==> src/rtl/dacfe_pkg.sv <==
package dacfe_pkg;
  localparam int ADDR_W = 2;
  localparam int FMT_W  = 3;
  localparam int MODE_W = 2;

  typedef enum logic [ADDR_W-1:0] {
    A_CTRL = 2'd0,
    A_LOW  = 2'd1,
    A_HIGH = 2'd2,
    A_NONE = 2'd3
  } reg_addr_e;

  typedef enum logic [MODE_W-1:0] {
    UPD_ON_HIGH = 2'b00,
    UPD_TMR3    = 2'b01,
    UPD_TMR4    = 2'b10,
    UPD_TMR2    = 2'b11
  } upd_mode_e;

  typedef struct packed {
    logic             en;
    logic [MODE_W-1:0] mode;
    logic [FMT_W-1:0]  fmt;
  } ctrl_t;
endpackage

==> src/rtl/dacfe_regs.sv <==
module dacfe_regs
  import dacfe_pkg::*;
#(
  parameter int BYTE_W = 8
) (
  input  logic              clk,
  input  logic              rst_n,
  input  logic              wr_en,
  input  logic [ADDR_W-1:0] addr,
  input  logic [BYTE_W-1:0] wdata,
  output logic [BYTE_W-1:0] rdata,
  output ctrl_t             ctrl_q,
  output logic [BYTE_W-1:0] lo_q,
  output logic [BYTE_W-1:0] hi_q,
  output logic              hi_wr
);
  localparam int CTRL_PAD = BYTE_W - 1 - MODE_W - FMT_W;

  ctrl_t             ctrl_d;
  logic [BYTE_W-1:0] lo_d, hi_d;
  logic              ctrl_wr, lo_wr;

  always_comb begin
    ctrl_wr = wr_en && (addr == A_CTRL);
    lo_wr   = wr_en && (addr == A_LOW);
    hi_wr   = wr_en && (addr == A_HIGH);
    ctrl_d  = ctrl_q;
    lo_d    = lo_q;
    hi_d    = hi_q;
    if (ctrl_wr) begin
      ctrl_d.en   = wdata[BYTE_W-1];
      ctrl_d.mode = wdata[FMT_W +: MODE_W];
      ctrl_d.fmt  = wdata[FMT_W-1:0];
    end
    if (lo_wr) lo_d = wdata;
    if (hi_wr) hi_d = wdata;
  end

  always_ff @(posedge clk or negedge rst_n) begin
    if (!rst_n) begin
      ctrl_q <= '0;
      lo_q   <= '0;
      hi_q   <= '0;
    end else begin
      if (ctrl_wr) ctrl_q <= ctrl_d;
      if (lo_wr)   lo_q   <= lo_d;
      if (hi_wr)   hi_q   <= hi_d;
    end
  end

  always_comb begin
    unique case (addr)
      A_CTRL:  rdata = {ctrl_q.en, {CTRL_PAD{1'b0}}, ctrl_q.mode, ctrl_q.fmt};
      A_LOW:   rdata = lo_q;
      A_HIGH:  rdata = hi_q;
      default: rdata = '0;
    endcase
  end
endmodule

==> src/rtl/dacfe_align.sv <==
module dacfe_align
  import dacfe_pkg::*;
#(
  parameter int BYTE_W = 8,
  parameter int CODE_W = 12
) (
  input  logic [FMT_W-1:0]  fmt,
  input  logic [BYTE_W-1:0] hi,
  input  logic [BYTE_W-1:0] lo,
  output logic [CODE_W-1:0] word
);
  localparam int HI_MIN = CODE_W - BYTE_W;
  localparam int N_FMT  = BYTE_W - HI_MIN + 1;
  localparam int SEL_W  = (N_FMT > 1) ? $clog2(N_FMT) : 1;

  logic [CODE_W-1:0] cand [N_FMT];
  logic [SEL_W-1:0]  sel;

  for (genvar g = 0; g < N_FMT; g++) begin : g_fmt
    localparam int HB = HI_MIN + g;
    localparam int LB = CODE_W - HB;
    assign cand[g] = {hi[HB-1:0], lo[BYTE_W-1 -: LB]};
  end

  always_comb begin
    if (int'(fmt) >= N_FMT - 1) sel = SEL_W'(N_FMT - 1);
    else                        sel = fmt[SEL_W-1:0];
    word = cand[sel];
  end
endmodule

==> src/rtl/dacfe_sched.sv <==
module dacfe_sched
  import dacfe_pkg::*;
#(
  parameter int CODE_W = 12
) (
  input  logic              clk,
  input  logic              rst_n,
  input  upd_mode_e         mode,
  input  logic              hi_wr,
  input  logic              ovf_t2,
  input  logic              ovf_t3,
  input  logic              ovf_t4,
  input  logic [CODE_W-1:0] demand_word,
  input  logic [CODE_W-1:0] staged_word,
  output logic [CODE_W-1:0] code_q
);
  logic              load;
  logic [CODE_W-1:0] code_d;

  always_comb begin
    unique case (mode)
      UPD_ON_HIGH: begin load = hi_wr;  code_d = demand_word; end
      UPD_TMR3:    begin load = ovf_t3; code_d = staged_word; end
      UPD_TMR4:    begin load = ovf_t4; code_d = staged_word; end
      default:     begin load = ovf_t2; code_d = staged_word; end
    endcase
  end

  always_ff @(posedge clk or negedge rst_n) begin
    if (!rst_n)    code_q <= '0;
    else if (load) code_q <= code_d;
  end
endmodule

==> src/rtl/dac_code_ctrl.sv <==
module dac_code_ctrl
  import dacfe_pkg::*;
#(
  parameter int BYTE_W = 8,
  parameter int CODE_W = 12
) (
  input  logic              clk,
  input  logic              rst_n,
  input  logic              wr_en,
  input  logic [ADDR_W-1:0] addr,
  input  logic [BYTE_W-1:0] wdata,
  output logic [BYTE_W-1:0] rdata,
  input  logic              ovf_t2,
  input  logic              ovf_t3,
  input  logic              ovf_t4,
  output logic [CODE_W-1:0] dac_code,
  output logic              dac_en,
  output logic              dac_hiz
);
  logic [1:0]        rst_pipe;
  logic              rst_sync_n;
  ctrl_t             ctrl_q;
  logic [BYTE_W-1:0] lo_q, hi_q;
  logic              hi_wr;
  logic [CODE_W-1:0] demand_word, staged_word;
  upd_mode_e         upd_mode;

  always_ff @(posedge clk or negedge rst_n) begin
    if (!rst_n) rst_pipe <= '0;
    else        rst_pipe <= {rst_pipe[0], 1'b1};
  end
  assign rst_sync_n = rst_pipe[1];

  dacfe_regs #(.BYTE_W(BYTE_W)) u_regs (
    .clk(clk), .rst_n(rst_sync_n), .wr_en(wr_en), .addr(addr),
    .wdata(wdata), .rdata(rdata), .ctrl_q(ctrl_q), .lo_q(lo_q),
    .hi_q(hi_q), .hi_wr(hi_wr)
  );

  dacfe_align #(.BYTE_W(BYTE_W), .CODE_W(CODE_W)) u_align_demand (
    .fmt(ctrl_q.fmt), .hi(wdata), .lo(lo_q), .word(demand_word)
  );

  dacfe_align #(.BYTE_W(BYTE_W), .CODE_W(CODE_W)) u_align_staged (
    .fmt(ctrl_q.fmt), .hi(hi_q), .lo(lo_q), .word(staged_word)
  );

  assign upd_mode = upd_mode_e'(ctrl_q.mode);

  dacfe_sched #(.CODE_W(CODE_W)) u_sched (
    .clk(clk), .rst_n(rst_sync_n), .mode(upd_mode), .hi_wr(hi_wr),
    .ovf_t2(ovf_t2), .ovf_t3(ovf_t3), .ovf_t4(ovf_t4),
    .demand_word(demand_word), .staged_word(staged_word), .code_q(dac_code)
  );

  assign dac_en  = ctrl_q.en;
  assign dac_hiz = ~ctrl_q.en;
endmodule

==> config.mk <==
export PLATFORM = sky130hd
export DESIGN_NAME = dac_code_ctrl
export DESIGN_NICKNAME = d
export VERILOG_FILES = /design/src/rtl/dacfe_pkg.sv /design/src/rtl/dacfe_regs.sv /design/src/rtl/dacfe_align.sv /design/src/rtl/dacfe_sched.sv /design/src/rtl/dac_code_ctrl.sv
export SDC_FILE = /design/constraint.sdc
export NUM_CORES = 1
export LEC_CHECK = 0
export ABC_AREA = 1
export BUFFER_PORTS_ARGS = -buffer_cell sky130_fd_sc_hd__clkbuf_2
export CORE_ASPECT_RATIO = 1.4
export CORE_MARGIN = 4
export CORE_UTILIZATION = 40
export CTS_BUF_LIST = sky130_fd_sc_hd__clkbuf_4 sky130_fd_sc_hd__clkbuf_8
export CTS_CLUSTER_DIAMETER = 50
export CTS_CLUSTER_SIZE = 28
export DETAILED_ROUTE_END_ITERATION = 8
export PLACE_DENSITY_LB_ADDON = 0.08
export SLEW_MARGIN = 20
export SYNTH_ARGS = -nofsm -noshare
export SYNTH_HDL_FRONTEND = slang
export SYNTH_SLANG_ARGS = --single-unit
==> constraint.sdc <==
create_clock -name clk -period 3.3 [get_ports clk]
set_clock_uncertainty 0.05 [all_clocks]
set_input_delay 0.66 -clock clk [delete_from_list [all_inputs] [get_ports clk]]
set_output_delay 0.66 -clock clk [all_outputs]
set_load 0.05 [all_outputs]
==> metrics.md <==
| Metric | Value |
|---|---|
| Met2 routed WL | `3285 um` |
| Switching share of power | `48.43%` |
| Power share of the clock group | `20.6%` |
| IO buf count | `37` |
| Hold crit path type | `input port to async pin` |
| Routed WL | `6682 um` |
| Core box area | `5275 um2` |
| First-pass GRT wire length | `11,070 um` |
| Post-synthesis compound-gate area fraction | `16.73%` |
| Worst setup SP type | `input port` |
| Post-synth top area share | `40.84%` |
| FILL cells | `586` |
| Top post-synthesis cells by area | `dfrtp_1, nand2_1, o21ai_0, nand3_1, inv_1` |
| Xor/xnor share of the synthesized area | `0%` |
| TNS Setup | `0 ns` |
| Final Critical Period | `2.352 ns` |
| Clk root buf | `clkbuf_8` |
| TritonCTS clock tree | `yes` |
| Row cnt | `31` |
| Gr usage total | `21.32%` |
| Final hold violations | `0` |
| Worst relative slew slack | `40.57%` |
| Adder-cell area share of the yosys netlist | `0%` |
| Largest stage delay, worst path | `0.37 ns` |
| DRC Markers | `0` |
| Vias per cell | `5.281` |
| Crit share post-route | `71.29%` |
| CTS Sinks | `36` |
| Initial antenna violation count | `0` |
| Share of cells above drive strength 1 | `14.96%` |
| Internal power | `0.0009985 W` |
| Worst Path Arrival | `1.64 ns` |
| Clock buffer depth | `2` |
| Wire length per cell | `15.65 um` |
| Number of global-route vias before repair | `2,142` |
| Synthesized area per cell | `6.725 um2` |
| Starting density of the core | `41.82%` |
| HPWL Detailed | `4982 um` |
| Vias | `2,255` |
| Area Overhead vs Synth | `14.52%` |
| CP startpoint | `addr[1]` |
| Final max-slew violation count | `0` |
| Crit-path cells | `clkbuf_2 -> nor2_1 -> nand2_1 -> o211ai_1 -> clkbuf_2` |
| Worst-Skew Late Latency | `0.30 ns` |
| Final setup viols | `0` |
| Critical Path Most Common Cell | `clkbuf_2` |
| H-tree levels | `2` |
| Worst R2R Start | `u_regs.ctrl_q[2]` |
| Status | `completed` |
| Achievable frequency | `425.1 MHz` |
| Chip width | `70.76 um` |
| Net Sw Power | `0.0009378 W` |
| Register bit total from synthesis | `36` |
| Max Cap Viol | `0` |
| Power Density | `766.5 nW/um2` |
| Largest net degree at the start of global routing | `35` |
| Detailed Routing Iterations Pass 1 | `5` |
| Seq/Total Area, Yosys | `40.84%` |
| Post CTS Setup Buffer Count | `0` |
| Synth Area in Simple Gates | `32.44%` |
| Area of the mapped netlist | `2206 um2` |
| Crit-path max FO | `7` |
| Critical path type | `input port to primary output` |
| DRT met1 WL | `2872 um` |
| Largest family of logic cells by synthesized area | `simple AND/OR/NAND/NOR gates` |
| GP Congestion | `0.9074` |
| Area occupied by multi-input gates | `1089 um2` |
| Crit end category | `primary output` |
| Flop pwr share | `33.6%` |
| Die Y-Extent | `95.87 um` |
| Biggest area consumer among synthesized cells | `dfrtp_1` |
| Detailed Route Iter0 Violations | `162` |
| Crit-path slowest cell | `nor2_1` |
| Fin nets | `376` |
| Syn Inst Count | `328` |
| Critical Path RT | `2.59 ns` |
| Number of library cell types mapped by synthesis | `19` |
| Maximum vdd drop | `0.3089 mV` |
| Mux cell area share after synthesis | `0%` |
| Post_cts resized | `0` |
| Antenna viol nets, final | `0` |
| Hold_buf cts | `0` |
| Post-Synthesis Net Count | `344` |
| Register Area | `900.9 um2` |
| CTS Buf Count | `5` |
| Diode count | `0` |
| Reg2reg setup slack | `1.15 ns` |
| Remaining global-route overflow | `0` |
| DR top layer | `met4` |
| Leakage power | `1.319 nW` |
| Clock Pin Slew Worst Setup and Hold Paths | `0.07 ns` |
| DR WL met3 | `308 um` |
| Syn. warnings | `0` |
| Power, Total | `0.001936 W` |
| Least-Margin Pin Slew | `0.8881 ns` |
| Comb power frac | `45.8%` |
| Boundary pin count | `38` |
| RSZ-0062 raised after global routing | `false` |
| Die Area | `6783 um2` |
[synthesized netlist by cell type]
master    number
nand2_1      129
dfrtp_1       36
o21ai_0       33
inv_1         32
nand3_1       32
a21oi_1       14
nor2_1        11
o211ai_1       9
buf_2          8
buf_4          5
o221ai_1       5
clkbuf_1       3
inv_2          2
nand2_2        2
o21ai_1        2
o22ai_1        2
conb_1         1
nand4_1        1
nor2_4         1
[layer usage]
| metal | GRT usage (%) | vias to the layer above |
|---|---|---|
| li1 | - | 1124 |
| met1 | 26.50 | 1046 |
| met2 | 35.45 | 66 |
| met3 | 4.702 | 19 |
| met4 | 9.404 | 0 |
| met5 | 0 | - |
[state kept, by name (all words and copies together), names as in the netlist]
register and count:
rst_pipe 2, u_regs.ctrl_q 6, u_regs.hi_q 8, u_regs.lo_q 8, u_sched.code_q 12
[path summary, 6_finish.rpt]
path	to	cells past startpoint
hold / removal	rst_pipe[0]	1
hold reg to reg	u_regs.lo_q[5]	1
setup / recovery	rdata[2]	5
setup reg to reg	u_sched.code_q[11]	8
min in group clk	rst_pipe[1]	0
max in group asynchronous	u_sched.code_q[3]	1
[layout by cell type, fill, tap and decap left out]
cell type   instances
nand4_1             1
clkbuf_8            5
bufinv_16           1
o211ai_1            9
o21ai_0            33
clkbuf_2           37
nand3_1            32
buf_4               4
clkinvlp_4          1
o21ai_1             2
nand2_2             2
conb_1              1
nor2_1             11
dfrtp_1            36
o22ai_1             2
inv_2               2
a21oi_1            14
clkinv_2            1
o221ai_1            5
nor2_4              1
nand2_1           129
inv_1              32
[cells by family after synthesis]
logic type	after synthesis
AOI/OAI and AO/OA	65
other	1
and+or+nand+nor	176
buffers and inverters	50
DFF	36
[power by group through the flow]
stage / clock, W / combinational (W) / sequential [W]
after floorplan: 0 / 0.000442 / 0.000890
after global placement: 0 / 0.000887 / 0.000655
after detailed placement: 0 / 0.000888 / 0.000659
after CTS: 0.000407 / 0.000891 / 0.000651
after global routing: 0.000430 / 0.000980 / 0.000666
final: 0.000399 / 0.000887 / 0.000651
[per-stage QoR]
step	utilization (%)	instances	cell area, um2	worst slack (ns)	hold WS (ns)
floorplan	-	328	2206	0.8013	0.2812
global placement	45.78	419	2415	0.9738	0.2476
detailed placement	45.78	419	2415	0.9544	0.2489
CTS	47.89	427	2526	0.9491	0.08157
global route	47.89	427	2526	0.8425	0.07444
finish	47.89	427	2526	0.9475	0.08343
[final cells by class]
| type | instances | share of cell area, % |
|---|---|---|
| clock buffers | 5 | 2.724 |
| well taps | 66 | 3.269 |
| clock inverters | 3 | 1.684 |
| inverters | 34 | 5.052 |
| repair buffers | 41 | 8.519 |
| flip-flops and latches | 36 | 35.66 |
| multi-input cells | 242 | 43.09 |
[worst max-delay path: cells and delay by family]
family,cells,cell delay (ns)
buffers and inverters,2,0.41
AND/OR/NAND/NOR,2,0.46
AO/OA/AOI/OAI,1,0.11
Note: power is estimated with default switching activity, not from simulation.
